`config.mk`:
```
export PLATFORM = sky130hd
export DESIGN_NAME = can_mode_ctrl
export DESIGN_NICKNAME = d
export VERILOG_FILES = /design/src/rtl/can_mode_pkg.sv /design/src/rtl/can_mode_ctlreg.sv /design/src/rtl/can_mode_idle_det.sv /design/src/rtl/can_mode_fsm.sv /design/src/rtl/can_mode_ctrl.sv
export SDC_FILE = /design/constraint.sdc
export NUM_CORES = 1
export LEC_CHECK = 0
export BUFFER_PORTS_ARGS = -buffer_cell sky130_fd_sc_hd__buf_2
export CAP_MARGIN = 0
export CORE_AREA = 2 2 40 61
export DETAILED_ROUTE_END_ITERATION = 12
export DIE_AREA = 0 0 42 63
export PLACE_DENSITY = 0.72
export SLEW_MARGIN = 20
export SYNTH_ARGS = -nofsm -noshare
export SYNTH_HDL_FRONTEND = slang
export SYNTH_SLANG_ARGS = --single-unit
```
`constraint.sdc`:
```
create_clock -name clk -period 1.95 [get_ports clk]
set_input_delay 0.2925 -clock clk [delete_from_list [all_inputs] [get_ports clk]]
set_output_delay 0.2925 -clock clk [all_outputs]
set_load 0.01 [all_outputs]
```
`src/rtl/can_mode_pkg.sv`:
```
package can_mode_pkg;

   typedef enum logic [1:0] {
      MODE_INIT      = 2'd0,
      MODE_WAIT_IDLE = 2'd1,
      MODE_NORMAL    = 2'd2,
      MODE_BUSOFF_RC = 2'd3
   } mode_t;

   function automatic logic mode_counts(input mode_t m);
      return (m == MODE_WAIT_IDLE) || (m == MODE_BUSOFF_RC);
   endfunction

endpackage

```
`src/rtl/can_mode_ctlreg.sv`:
```
module can_mode_ctlreg (
   input  logic clk,
   input  logic rst_n,
   input  logic ctl_wr,
   input  logic ctl_init_wd,
   input  logic ctl_cce_wd,
   input  logic busoff_trig,
   input  logic rec_done,
   input  logic prot_wr_req,
   input  logic bo_irq_clr,
   input  logic acc_err_clr,
   output logic init_q,
   output logic cce_q,
   output logic bo_status_q,
   output logic bo_irq_q,
   output logic acc_err_q,
   output logic cfg_wr_en
);

   logic init_d, cce_d, window_open;

   assign window_open = init_q & cce_q;
   assign cfg_wr_en   = prot_wr_req & window_open;

   always_comb begin
      init_d = init_q;
      cce_d  = cce_q;
      if (busoff_trig) begin
         init_d = 1'b1;
      end else if (ctl_wr) begin
         init_d = ctl_init_wd;
         if (init_q) begin
            cce_d = ctl_init_wd ? ctl_cce_wd : 1'b0;
         end
      end
   end

   always_ff @(posedge clk or negedge rst_n) begin
      if (!rst_n) begin
         init_q      <= 1'b1;
         cce_q       <= 1'b0;
         bo_status_q <= 1'b0;
         bo_irq_q    <= 1'b0;
         acc_err_q   <= 1'b0;
      end else begin
         init_q <= init_d;
         cce_q  <= cce_d;
         if (busoff_trig)     bo_status_q <= 1'b1;
         else if (rec_done)   bo_status_q <= 1'b0;
         if (busoff_trig)     bo_irq_q <= 1'b1;
         else if (bo_irq_clr) bo_irq_q <= 1'b0;
         if (prot_wr_req && !window_open) acc_err_q <= 1'b1;
         else if (acc_err_clr)            acc_err_q <= 1'b0;
      end
   end

endmodule

```
`src/rtl/can_mode_idle_det.sv`:
```
module can_mode_idle_det #(
   parameter int IDLE_BITS     = 11,
   parameter int RECOVERY_SEQS = 129
) (
   input  logic clk,
   input  logic rst_n,
   input  logic count_en,
   input  logic seq_en,
   input  logic seq_clr,
   input  logic bit_tick,
   input  logic rx_bit,
   output logic run_done,
   output logic seq_done
);

   localparam int RW = $clog2(IDLE_BITS + 1);
   localparam int SW = $clog2(RECOVERY_SEQS + 1);
   localparam logic [RW-1:0] RUN_LAST = RW'(IDLE_BITS - 1);
   localparam logic [SW-1:0] SEQ_LAST = SW'(RECOVERY_SEQS - 1);

   logic [RW-1:0] run_q;
   logic [SW-1:0] seq_q;

   assign run_done = count_en & bit_tick & rx_bit & (run_q == RUN_LAST);
   assign seq_done = seq_en & run_done & (seq_q == SEQ_LAST);

   always_ff @(posedge clk or negedge rst_n) begin
      if (!rst_n) begin
         run_q <= '0;
      end else if (!count_en) begin
         run_q <= '0;
      end else if (bit_tick) begin
         if (!rx_bit || run_done) run_q <= '0;
         else                     run_q <= run_q + 1'b1;
      end
   end

   always_ff @(posedge clk or negedge rst_n) begin
      if (!rst_n) begin
         seq_q <= '0;
      end else if (seq_clr || seq_done) begin
         seq_q <= '0;
      end else if (seq_en && run_done) begin
         seq_q <= seq_q + 1'b1;
      end
   end

endmodule

```
`src/rtl/can_mode_fsm.sv`:
```
module can_mode_fsm
   import can_mode_pkg::*;
(
   input  logic  clk,
   input  logic  rst_n,
   input  logic  init_q,
   input  logic  busoff_trig,
   input  logic  bo_status_q,
   input  logic  run_done,
   input  logic  seq_done,
   output mode_t mode_q,
   output logic  err_clr_q,
   output logic  rec_done,
   output logic  count_en,
   output logic  seq_en
);

   mode_t mode_d;
   logic  hold;

   assign hold     = init_q | busoff_trig;
   assign count_en = mode_counts(mode_q) & ~init_q;
   assign seq_en   = (mode_q == MODE_BUSOFF_RC) & ~init_q;
   assign rec_done = seq_en & seq_done & ~busoff_trig;

   always_comb begin
      mode_d = mode_q;
      unique case (mode_q)
         MODE_INIT:      if (!hold) mode_d = bo_status_q ? MODE_BUSOFF_RC : MODE_WAIT_IDLE;
         MODE_WAIT_IDLE: if (hold) mode_d = MODE_INIT;
                         else if (run_done) mode_d = MODE_NORMAL;
         MODE_NORMAL:    if (hold) mode_d = MODE_INIT;
         MODE_BUSOFF_RC: if (hold) mode_d = MODE_INIT;
                         else if (rec_done) mode_d = MODE_NORMAL;
         default:        mode_d = MODE_INIT;
      endcase
   end

   always_ff @(posedge clk or negedge rst_n) begin
      if (!rst_n) begin
         mode_q    <= MODE_INIT;
         err_clr_q <= 1'b0;
      end else begin
         mode_q    <= mode_d;
         err_clr_q <= rec_done;
      end
   end

endmodule

```
`src/rtl/can_mode_ctrl.sv`:
```
module can_mode_ctrl
   import can_mode_pkg::*;
#(
   parameter int IDLE_BITS        = 11,
   parameter int RECOVERY_SEQS    = 129,
   parameter bit TX_HOLD_ON_INIT_ONLY = 1'b0
) (
   input  logic       clk,
   input  logic       rst_n,
   input  logic       bit_tick,
   input  logic       rx_bit,
   input  logic       ctl_wr,
   input  logic       ctl_init_wd,
   input  logic       ctl_cce_wd,
   input  logic       prot_wr_req,
   input  logic       bo_irq_clr,
   input  logic       acc_err_clr,
   input  logic       busoff_trig,
   output logic [1:0] mode_o,
   output logic       init_o,
   output logic       cce_o,
   output logic       tx_hold_o,
   output logic       cfg_wr_en_o,
   output logic       err_cnt_clr_o,
   output logic       bo_status_o,
   output logic       bo_irq_o,
   output logic       acc_err_o
);

   generate
      if (IDLE_BITS < 2) begin : g_bad_idle
         $error("IDLE_BITS must be at least 2");
      end
      if (RECOVERY_SEQS < 1) begin : g_bad_seqs
         $error("RECOVERY_SEQS must be at least 1");
      end
   endgenerate

   logic  init_q, cce_q, bo_status_q, rec_done, count_en, seq_en;
   logic  run_done, seq_done, err_clr_q;
   mode_t mode_q;

   can_mode_ctlreg u_ctlreg (
      .clk         (clk),
      .rst_n       (rst_n),
      .ctl_wr      (ctl_wr),
      .ctl_init_wd (ctl_init_wd),
      .ctl_cce_wd  (ctl_cce_wd),
      .busoff_trig (busoff_trig),
      .rec_done    (rec_done),
      .prot_wr_req (prot_wr_req),
      .bo_irq_clr  (bo_irq_clr),
      .acc_err_clr (acc_err_clr),
      .init_q      (init_q),
      .cce_q       (cce_q),
      .bo_status_q (bo_status_q),
      .bo_irq_q    (bo_irq_o),
      .acc_err_q   (acc_err_o),
      .cfg_wr_en   (cfg_wr_en_o)
   );

   can_mode_idle_det #(
      .IDLE_BITS     (IDLE_BITS),
      .RECOVERY_SEQS (RECOVERY_SEQS)
   ) u_idle (
      .clk      (clk),
      .rst_n    (rst_n),
      .count_en (count_en),
      .seq_en   (seq_en),
      .seq_clr  (busoff_trig),
      .bit_tick (bit_tick),
      .rx_bit   (rx_bit),
      .run_done (run_done),
      .seq_done (seq_done)
   );

   can_mode_fsm u_fsm (
      .clk         (clk),
      .rst_n       (rst_n),
      .init_q      (init_q),
      .busoff_trig (busoff_trig),
      .bo_status_q (bo_status_q),
      .run_done    (run_done),
      .seq_done    (seq_done),
      .mode_q      (mode_q),
      .err_clr_q   (err_clr_q),
      .rec_done    (rec_done),
      .count_en    (count_en),
      .seq_en      (seq_en)
   );

   generate
      if (TX_HOLD_ON_INIT_ONLY) begin : g_tx_init
         assign tx_hold_o = init_q;
      end else begin : g_tx_mode
         assign tx_hold_o = init_q | (mode_q != MODE_NORMAL);
      end
   endgenerate

   assign mode_o        = mode_q;
   assign init_o        = init_q;
   assign cce_o         = cce_q;
   assign bo_status_o   = bo_status_q;
   assign err_cnt_clr_o = err_clr_q;

endmodule

```
==> impl_metrics.yaml, run 1 <==
outcome:
  status: "complete, no violations"
job:
  maxCapViolCount: 0
worst_hold_path:
  hp-class: "input port to register"
  min_from: "acc_err_clr"
  min_to: "u_ctlreg.acc_err_q$_DFFE_PN0P_"
  hold_depth: 2
critical_path:
  cp_slowest_stage_delay_ns: 0.54
  cp_top_family: "simple AND/OR/NAND/NOR gates"
  r2r-start: "u_idle.run_q[0]$_DFFE_PN0P_"
  critPathBufInv: 1
  slowest_stage: "or4_1"
  path_cells: "inv_1, ha_1, and4b_1, a31oi_4, or4_1, a21oi_1"
  crit_path_end_kind: "register"
  cp.depth: 6
  critical_path_class: "register to register"
  ff2ff_path_depth: 6
  cp.required_ns: 2.20
  reg2reg_to: "u_idle.seq_q[7]$_DFFE_PN0P_"
  rrSetupSlack_ns: 0.08
  crit_path_max_fanout: 13
  worstSetupStartpointType: "register"
  startpoint: "u_idle.run_q[0]$_DFFE_PN0P_"
  arrival_ns: 2.11
placed_design:
  port_buffers: 20
  placed_cell_area_sq_um: 1220
  gp_congestion: 0.809
  dp_hpwl_mm: 1.61
timing:
  finalMaxSlewViolations: 0
  fmax_mhz: 536
  slew_headroom_pct: 69.1
  min_period_over_period_pct: 95.7
  setup_viol_count_final: 0
  hold_viol_final: 0
  layout_min_cycle_time_ns: 1.87
  tightest_slew_ns: 0.463
  rsz0062_at_grt: "false"
  skew_ns: 0.00399
cts:
  numCtsBuffers: 3
  path_clk_slew_ns: 0.11
  clock_path_buffers: 2
  clk_latency_ns: 0.32
  cts_max_level: 1
  cts.sinks: 20
  cts_tree: "done"
  cts-root-buf: "clkbuf_4"
grt:
  grt_pass1_vias: 943
  globalRouteOverflowTotal: 0
  grt_pass1_wl_mm: 3.84
  antenna_found_initial: 0
  globalRouteTotalUtil_pct: 19.3
  grt_max_degree: 21
power_and_ir_drop:
  pwr-share-seq_pct: 57.1
  total_power_mw: 0.759
  power_leakage_nw: 0.591
  irDropWorstVdd_mv: 0.536
  powerDensity_nw_per_um2: 589
  intPower_mw: 0.573
  switching_power_mw: 0.185
  swShare_pct: 24.4
  pwr-share-clk_pct: 32.8
  p_comb_share_pct: 10.1
yosys:
  synth_cell_type_count: 38
  yosys_warnings: 0
  async_flop_share_pct: 100
  synth_area_per_cell_sq_um: 9.62
  ys_ff_latch: 20
  synth_ff_type: "dfrtp_1"
  ys_seq_area_share_pct: 46.6
  synth_edf_count: 0
  synth_nets: 127
  synth_top_area_share_pct: 44.1
  syn_area_sq_um: 1080
  netlist_top_cells_area: "dfrtp_1 (44%), o21ai_0 (5.1%), ha_1 (4.6%)"
  synth_commonest_cells: "dfrtp_1 (19), nand2_1 (12), o21ai_0 (11)"
  synth.most_common_cell: "dfrtp_1"
  synth_cells: 112
  yosys.area.top_type: "dfrtp_1"
finish:
  syn2layout_area_growth_pct: 19.6
  final_net_count: 154
  fin_area_sq_um: 1290
  n_antenna_cell: 0
  drive_above_1_share_pct: 28.3
drt:
  drc: 0
  via_count: 935
  wl_per_cell_microns: 13.6
  drt_iter0_drc: 7
  wl_met2_mm: 1.17
  first_pass_iters: 3
  viasPerCell: 5.81
  met3WireLength_microns: 58
  wl_mm: 2.19
  dr.max_layer_used: "met4"
  ant_nets: 0
  drt-met1-wl_microns: 887
die:
  core_area_sq_um: 2130
  ios: 21
  initial_core_util_pct: 50.6
  row_count: 21
  die_h_microns: 63
  die_w_microns: 42
  dieArea_sq_um: 2650
## power by group through the flow
stage                     clock network [mW]  registers (mW)  logic [mW]
after detailed placement                   0           0.441      0.0747
final                                  0.249           0.433      0.0768
after floorplan                            0           0.445      0.0309
after CTS                              0.258           0.433      0.0770
after global routing                   0.282           0.435      0.0873
after global placement                     0           0.441      0.0729
## worst register-to-register path, delay by kind of cell, from the launching register on
| kind | cells | cell delay [ns] |
|---|---|---|
| AO/OA/AOI/OAI | 2 | 0.35 |
| adder cells (fa/ha/maj) | 1 | 0.15 |
| AND/OR/NAND/NOR | 2 | 0.85 |
| buffers and inverters | 1 | 0.06 |
| flip-flops | 1 | 0.39 |
## area by class of cell
cell class	instances	area [sq um]
Sequential cell	20	502
Tap cell	23	28.8
Multi-Input combinational cell	82	552
Clock buffer	4	36.3
Fill cell	190	840
Timing Repair Buffer	26	148
Inverter	6	22.5
## routing by layer
metal / up-vias / global-route usage [%]
met5: - / 0
met4: 0 / 16.1
met3: 7 / 4.91
met2: 18 / 33.2
met1: 451 / 18.3
li1: 459 / -
## registers in the layout, summed over array words and instances (netlist names)
name and cells:
u_ctlreg.bo_irq_q 1, u_idle.seq_q 8, u_idle.run_q 4, u_ctlreg.init_q 1, u_fsm.mode_q 2, u_ctlreg.bo_status_q 1
u_ctlreg.acc_err_q 1, u_fsm.err_clr_q 1, u_ctlreg.cce_q 1
## through the flow
step	worst slack (ns)	TNS [ns]	hold slack, ns	util, %	cells
after floorplan	0.176	0	-0.00309	-	112
after global placement	0.0912	0	0.261	57.3	155
after detailed placement	-0.0517	-0.158	0.270	57.3	155
after CTS	0.0472	0	0.149	59.8	160
after global routing	0.000127	0	0.170	60.6	161
final	0.0844	0	0.149	60.6	161
## cell usage in the layout, fill, tap and decap left out, types with 2 or more instances in the layout
cell / netlist / final
or3b_2: 2 / 2
a21o_1: 3 / 3
and3_1: 2 / 2
a21oi_1: 6 / 6
nor2_1: 3 / 3
nand3b_1: 2 / 2
and2_1: 2 / 2
nand3_1: 5 / 5
buf_4: 0 / 5
nand2_1: 12 / 12
nand4b_1: 2 / 2
dfrtp_1: 19 / 19
o31ai_1: 2 / 2
o21ai_0: 11 / 11
buf_2: 1 / 20
clkbuf_4: 0 / 3
inv_1: 6 / 6
nor3b_1: 2 / 2
or3_1: 4 / 4
ha_1: 4 / 4
nor2b_1: 2 / 2
## cells by family (layout without fill, tap and decap cells)
logic type	Yosys count	in the layout	synth area share [%]
flops	20	20	46.6
buf+inv	10	36	3.60
compound gates	29	29	16.4
simple gates	48	48	28.0
xor+xnor	1	1	0.813
fa+ha+maj	4	4	4.65
## worst max path at each step
stage                                                   to  slack [ns]
final                          u_idle.seq_q[7]$_DFFE_PN0P_        0.08
after global routing           u_idle.seq_q[7]$_DFFE_PN0P_      0.0001
after CTS                      u_idle.seq_q[7]$_DFFE_PN0P_        0.05
after detailed placement       u_idle.seq_q[5]$_DFFE_PN0P_       -0.05
after global placement         u_idle.seq_q[5]$_DFFE_PN0P_        0.09
after floorplan           u_ctlreg.bo_status_q$_DFFE_PN0P_        0.18
## what timing repair did
action | CTS | global route
resized for setup | 1 | 1
setup buffers | 0 | 1
hold buffers | 1 | 0
endpoints found under the hold margin | 19 | 0
setup endpoints to repair | 6 | 2
No activity file was read; power rests on OpenSTA's default activity.
==> run 2: changes to the inputs <==
Settings changed: CORE_AREA 2 2 40 61 to 2 2 52 79, DIE_AREA 0 0 42 63 to 0 0 54 81, PLACE_DENSITY 0.72 to 0.46.
==> run 2 against run 1 <==
Power grew 22%. Final area up 4.4%. Final cell count up 13%. Clock power grew 68%. Core utilization decreased by 25 points. Critical path type unchanged. Register-to-register slack hardly changed. Critical path depth stayed put. Wire length increased by 4.2%. Global-route usage shrank 7.1 points. Largest power group unchanged. Hold slack gained 0.054 ns. Clock skew increased by 0.0040 ns. Die area grew 65%.
==> impl_metrics.yaml, run 2 (synthesis gave the netlist of run 1 again) <==
cts:
  numCtsBuffers: 3
  path_clk_slew_ns: 0.08
  cts_max_level: 1
  cts_tree: "done"
  clk_latency_ns: 0.26
  cts.sinks: 20
  cts-root-buf: "clkbuf_8"
  cts_setup_buffers: 0
  clock_path_buffers: 2
drt:
  drc: 0
  viasPerCell: 4.99
  drt_iter0_drc: 15
  wl_per_cell_microns: 12.5
  ant_nets: 0
  first_pass_iters: 4
  wl_mm: 2.28
  via_count: 909
finish:
  final_net_count: 153
  syn2layout_area_growth_pct: 24.9
  n_antenna_cell: 0
  nFillCells: 406
  drive_above_1_share_pct: 28.5
  fin_area_sq_um: 1350
  layout.cells.most_common: "buf_2"
  final_cell_mix: "buf_2 (20), dfrtp_1 (19), nand2_1 (12)"
  final_cells: 182
  largest_register_ffs: 8
  top_register: "u_idle.seq_q"
  top_regs: "u_idle.seq_q: 8 flops, u_idle.run_q: 4 flops, u_fsm.mode_q: 2 flops"
power_and_ir_drop:
  power_leakage_nw: 0.599
  pwr-share-seq_pct: 46.7
  powerDensity_nw_per_um2: 690
  swShare_pct: 21.1
  irDropWorstVdd_mv: 0.366
  intPower_mw: 0.733
  switching_power_mw: 0.196
  p_comb_share_pct: 8.2
  pwr-share-clk_pct: 45.1
job:
  maxCapViolCount: 0
grt:
  grt_max_degree: 21
  globalRouteTotalUtil_pct: 12.1
  grt_pass1_wl_mm: 3.92
  globalRouteOverflowTotal: 0
  grt_pass1_vias: 906
  antenna_found_initial: 0
die:
  dieArea_sq_um: 4370
  die_w_microns: 54
  die_h_microns: 81
  initial_core_util_pct: 28.5
  row_count: 28
  core_area_sq_um: 3780
  ios: 21
critical_path:
  critical_path_class: "register to register"
  crit_path_end_kind: "register"
  worstSetupStartpointType: "register"
  slowest_stage: "or3b_2"
  cp_slowest_stage_delay_ns: 0.48
  cp_top_family: "simple AND/OR/NAND/NOR gates"
  cp.required_ns: 2.10
  arrival_ns: 2.01
  crit_path_max_fanout: 7
  critPathBufInv: 1
  path_cells: "inv_1, ha_1, or3b_2, or4_4, nand2b_4, o31ai_1"
timing:
  whs_ns: 0.203
  skew_ns: 0.00801
  min_period_over_period_pct: 95.6
  slew_headroom_pct: 68.7
  layout_min_cycle_time_ns: 1.86
  finalMaxSlewViolations: 0
  setup_viol_count_final: 0
  hold_viol_final: 0
  fmax_mhz: 537
  tightest_slew_ns: 0.468
placed_design:
  port_buffers: 20
  gp_congestion: 0.774
  placed_cell_area_sq_um: 1250
  place_inst: 177
  dp_hpwl_mm: 1.74
worst_hold_path:
  hp-class: "input port to register"
outcome:
  status: "complete, no violations"
run 2: power groups by stage:
stage | Combinational [mW] | Sequential (mW) | Clock [mW]
2_1_floorplan | 0.0309 | 0.445 | 0
3_3_place_gp | 0.0748 | 0.441 | 0
3_5_place_dp | 0.0750 | 0.441 | 0
4_1_cts | 0.0775 | 0.433 | 0.435
5_1_grt | 0.0872 | 0.435 | 0.458
6_report | 0.0766 | 0.434 | 0.418
run 2: timing repair:
item / in CTS / in global routing
hold endpoints to repair: 19 / 0
hold buffers: 1 / 0
setup endpoints to repair: 6 / 2
gates resized for setup: 1 / 2
run 2: per-layer routing:
layer | routed length [microns] | vias to the layer above | track usage, %
met2 | 1210 | 13 | 19.8
met4 | 59 | 0 | 7.00
li1 | - | 450 | -
met5 | 0 | - | 0
met3 | 51 | 7 | 1.65
met1 | 963 | 439 | 14.9
run 2: stage by stage:
step / power [mW] / utilization [%] / setup slack, ns / TNS, ns
floorplan: 0.476 / - / 0.176 / 0
global placement: 0.515 / 33.0 / 0.0689 / 0
detailed placement: 0.516 / 33.0 / -0.0537 / -0.222
CTS: 0.946 / 35.3 / 0.0391 / 0
global route: 0.981 / 35.5 / -0.00373 / -0.00373
finish: 0.929 / 35.5 / 0.0861 / 0
run 2: cell type report:
type                    count  area (sq um)  share of cell area (%)
well taps                  45          56.3                    4.19
multi-input cells          82           553                    41.1
inverters                   6          22.5                    1.67
repair buffers             25           140                    10.4
clock buffers               3          41.3                    3.07
clock inverters             1          30.0                    2.23
flip-flops and latches     20           502                    37.3
run 2: worst paths after layout:
kind	slack, ns	endpoint	cells past startpoint	from
setup / recovery	0.09	u_idle.seq_q[0]$_DFFE_PN0P_	6	u_idle.seq_q[1]$_DFFE_PN0P_
hold reg to reg	0.49	u_ctlreg.bo_irq_q$_DFFE_PN0P_	1	u_ctlreg.bo_irq_q$_DFFE_PN0P_
hold / removal	0.20	u_ctlreg.acc_err_q$_DFFE_PN0P_	2	acc_err_clr
min in group asynchronous	0.51	u_idle.seq_q[3]$_DFFE_PN0P_	2	rst_n
setup reg to reg	0.09	u_idle.seq_q[0]$_DFFE_PN0P_	6	u_idle.seq_q[1]$_DFFE_PN0P_
max in group asynchronous	1.10	u_ctlreg.init_q$_DFFE_PN1P_	2	rst_n
run 2: worst register-to-register path: cells and delay by family, from the launching register on:
family	cells	cell delay, ns
simple gates	3	1.09
flops	1	0.39
fa+ha+maj	1	0.13
buf+inv	1	0.08
compound gates	1	0.07
==> run 3: changes to the inputs <==
Settings changed: PLACE_DENSITY 0.46 to 0.55.
==> run 3 against run 2 <==
Clock skew grew 0.0023 ns. Final cell count unchanged. Via count decreased by 0.55%. Clock power fell by 34%. Die area stayed put. Setup slack better by 0.024 ns. Power decreased by 15%. Critical path type unchanged.
==> impl_metrics.yaml, run 3 (synthesis gave the netlist of run 1 again) <==
timing:
  setup_viol_count_final: 0
  setup_ws_ns: 0.110
  finalMaxSlewViolations: 0
  tightest_slew_ns: 0.472
  min_period_over_period_pct: 94.4
  layout_min_cycle_time_ns: 1.84
  hold_viol_final: 0
  whs_ns: 0.231
  slew_headroom_pct: 68.5
  fmax_mhz: 543
  skew_ns: 0.0103
drt:
  via_count: 904
  wl_met2_mm: 1.10
  viasPerCell: 4.97
  drc: 0
  drt-met1-wl_microns: 919
  dr.max_layer_used: "met4"
  met3WireLength_microns: 62
  ant_nets: 0
  drt_iter0_drc: 18
  wl_per_cell_microns: 11.6
  first_pass_iters: 4
  wl_mm: 2.11
worst_hold_path:
  hp-class: "input port to register"
finish:
  top_regs: "u_idle.seq_q: 8 flops, u_idle.run_q: 4 flops, u_fsm.mode_q: 2 flops"
  top_register: "u_idle.seq_q"
  syn2layout_area_growth_pct: 22.3
  nFillCells: 415
  fin_area_sq_um: 1320
  final_net_count: 153
  final_cell_mix: "buf_2 (20), dfrtp_1 (19), nand2_1 (12)"
  drive_above_1_share_pct: 27.0
  largest_register_ffs: 8
  n_antenna_cell: 0
  final_cells: 182
  layout.cells.most_common: "buf_2"
die:
  ios: 21
  row_count: 28
  dieArea_sq_um: 4370
  die_w_microns: 54
  die_h_microns: 81
  core_area_sq_um: 3780
  initial_core_util_pct: 28.5
outcome:
  status: "complete, no violations"
critical_path:
  critical_path_class: "register to register"
  crit_path_end_kind: "register"
  cp.required_ns: 2.13
  slowest_stage: "or4_1"
  path_cells: "inv_1, ha_1, and4b_1, a31oi_4, or4_1, a21oi_1"
  arrival_ns: 2.02
  crit_path_max_fanout: 13
  worstSetupStartpointType: "register"
  cp_slowest_stage_delay_ns: 0.53
grt:
  globalRouteOverflowTotal: 0
  grt_pass1_wl_mm: 3.58
  globalRouteTotalUtil_pct: 11.0
  antenna_found_initial: 0
  grt_pass1_vias: 859
  grt_max_degree: 21
power_and_ir_drop:
  power_leakage_nw: 0.587
  irDropWorstVdd_mv: 0.270
  total_power_mw: 0.785
  powerDensity_nw_per_um2: 596
placed_design:
  gp_congestion: 0.779
  pre_cts_slack_ns: -0.0308
  place_inst: 176
  dp_hpwl_mm: 1.66
  placed_cell_area_sq_um: 1240
  port_buffers: 20
cts:
  cts_max_level: 1
  numCtsBuffers: 3
  cts-root-buf: "clkbuf_8"
  cts_tree: "done"
  clk_latency_ns: 0.26
  path_clk_slew_ns: 0.08
  cts.sinks: 20
  clock_path_buffers: 2
job:
  maxCapViolCount: 0
[run 3: final cells by class]
cell class | count | area [sq um] | area share [%]
multi-input cells | 82 | 552 | 41.9
repair buffers | 25 | 140 | 10.6
inverters | 6 | 22.5 | 1.71
flip-flops and latches | 20 | 502 | 38.1
clock buffers | 4 | 45.0 | 3.42
well taps | 45 | 56.3 | 4.27
[run 3: stage by stage]
stage,setup TNS (ns),utilization (%)
4_1_cts,0,34.4
3_5_place_dp,-0.0889,32.8
5_1_grt,-0.00129,34.8
3_3_place_gp,0,32.8
2_1_floorplan,0,-
6_report,0,34.8
[run 3: path summary, 6_finish.rpt]
path                                                   to  cells past startpoint                     startpoint  slack [ns]
hold / removal             u_ctlreg.acc_err_q$_DFFE_PN0P_                      2                    acc_err_clr        0.23
min in group asynchronous     u_idle.seq_q[2]$_DFFE_PN0P_                      2                          rst_n        0.50
max in group asynchronous     u_ctlreg.init_q$_DFFE_PN1P_                      2                          rst_n        1.10
setup / recovery              u_idle.seq_q[7]$_DFFE_PN0P_                      6    u_idle.run_q[0]$_DFFE_PN0P_        0.11
hold reg to reg             u_ctlreg.bo_irq_q$_DFFE_PN0P_                      1  u_ctlreg.bo_irq_q$_DFFE_PN0P_        0.48
setup reg to reg              u_idle.seq_q[7]$_DFFE_PN0P_                      6    u_idle.run_q[0]$_DFFE_PN0P_        0.11
[run 3: worst max-delay path, delay by kind of cell (launching register included)]
kind | cells | cell delay (ns)
adder cells (fa/ha/maj) | 1 | 0.15
AO/OA/AOI/OAI | 2 | 0.33
AND/OR/NAND/NOR | 2 | 0.84
flip-flops | 1 | 0.38
buffers and inverters | 1 | 0.06
[run 3: power breakdown]
part | internal, mW | leakage (nW) | total [mW] | switching [mW]
registers | 0.426 | 0.263 | 0.433 | 0.00786
logic | 0.0335 | 0.301 | 0.0764 | 0.0429
clock network | 0.145 | 0.0228 | 0.275 | 0.130
[run 3: timing repair]
action                                  in CTS  in global routing
hold endpoints to repair                    10                  0
gates resized for setup                      1                  1
hold buffers                                 1                  0
endpoints found under the setup margin       5                  3
buffers inserted                             0                  1
[run 3: layer usage]
layer / vias to the layer above / GRT usage, %
met5: - / 0
met4: 0 / 5.50
met3: 2 / 2.39
met2: 10 / 18.0
met1: 439 / 13.3
li1: 453 / -
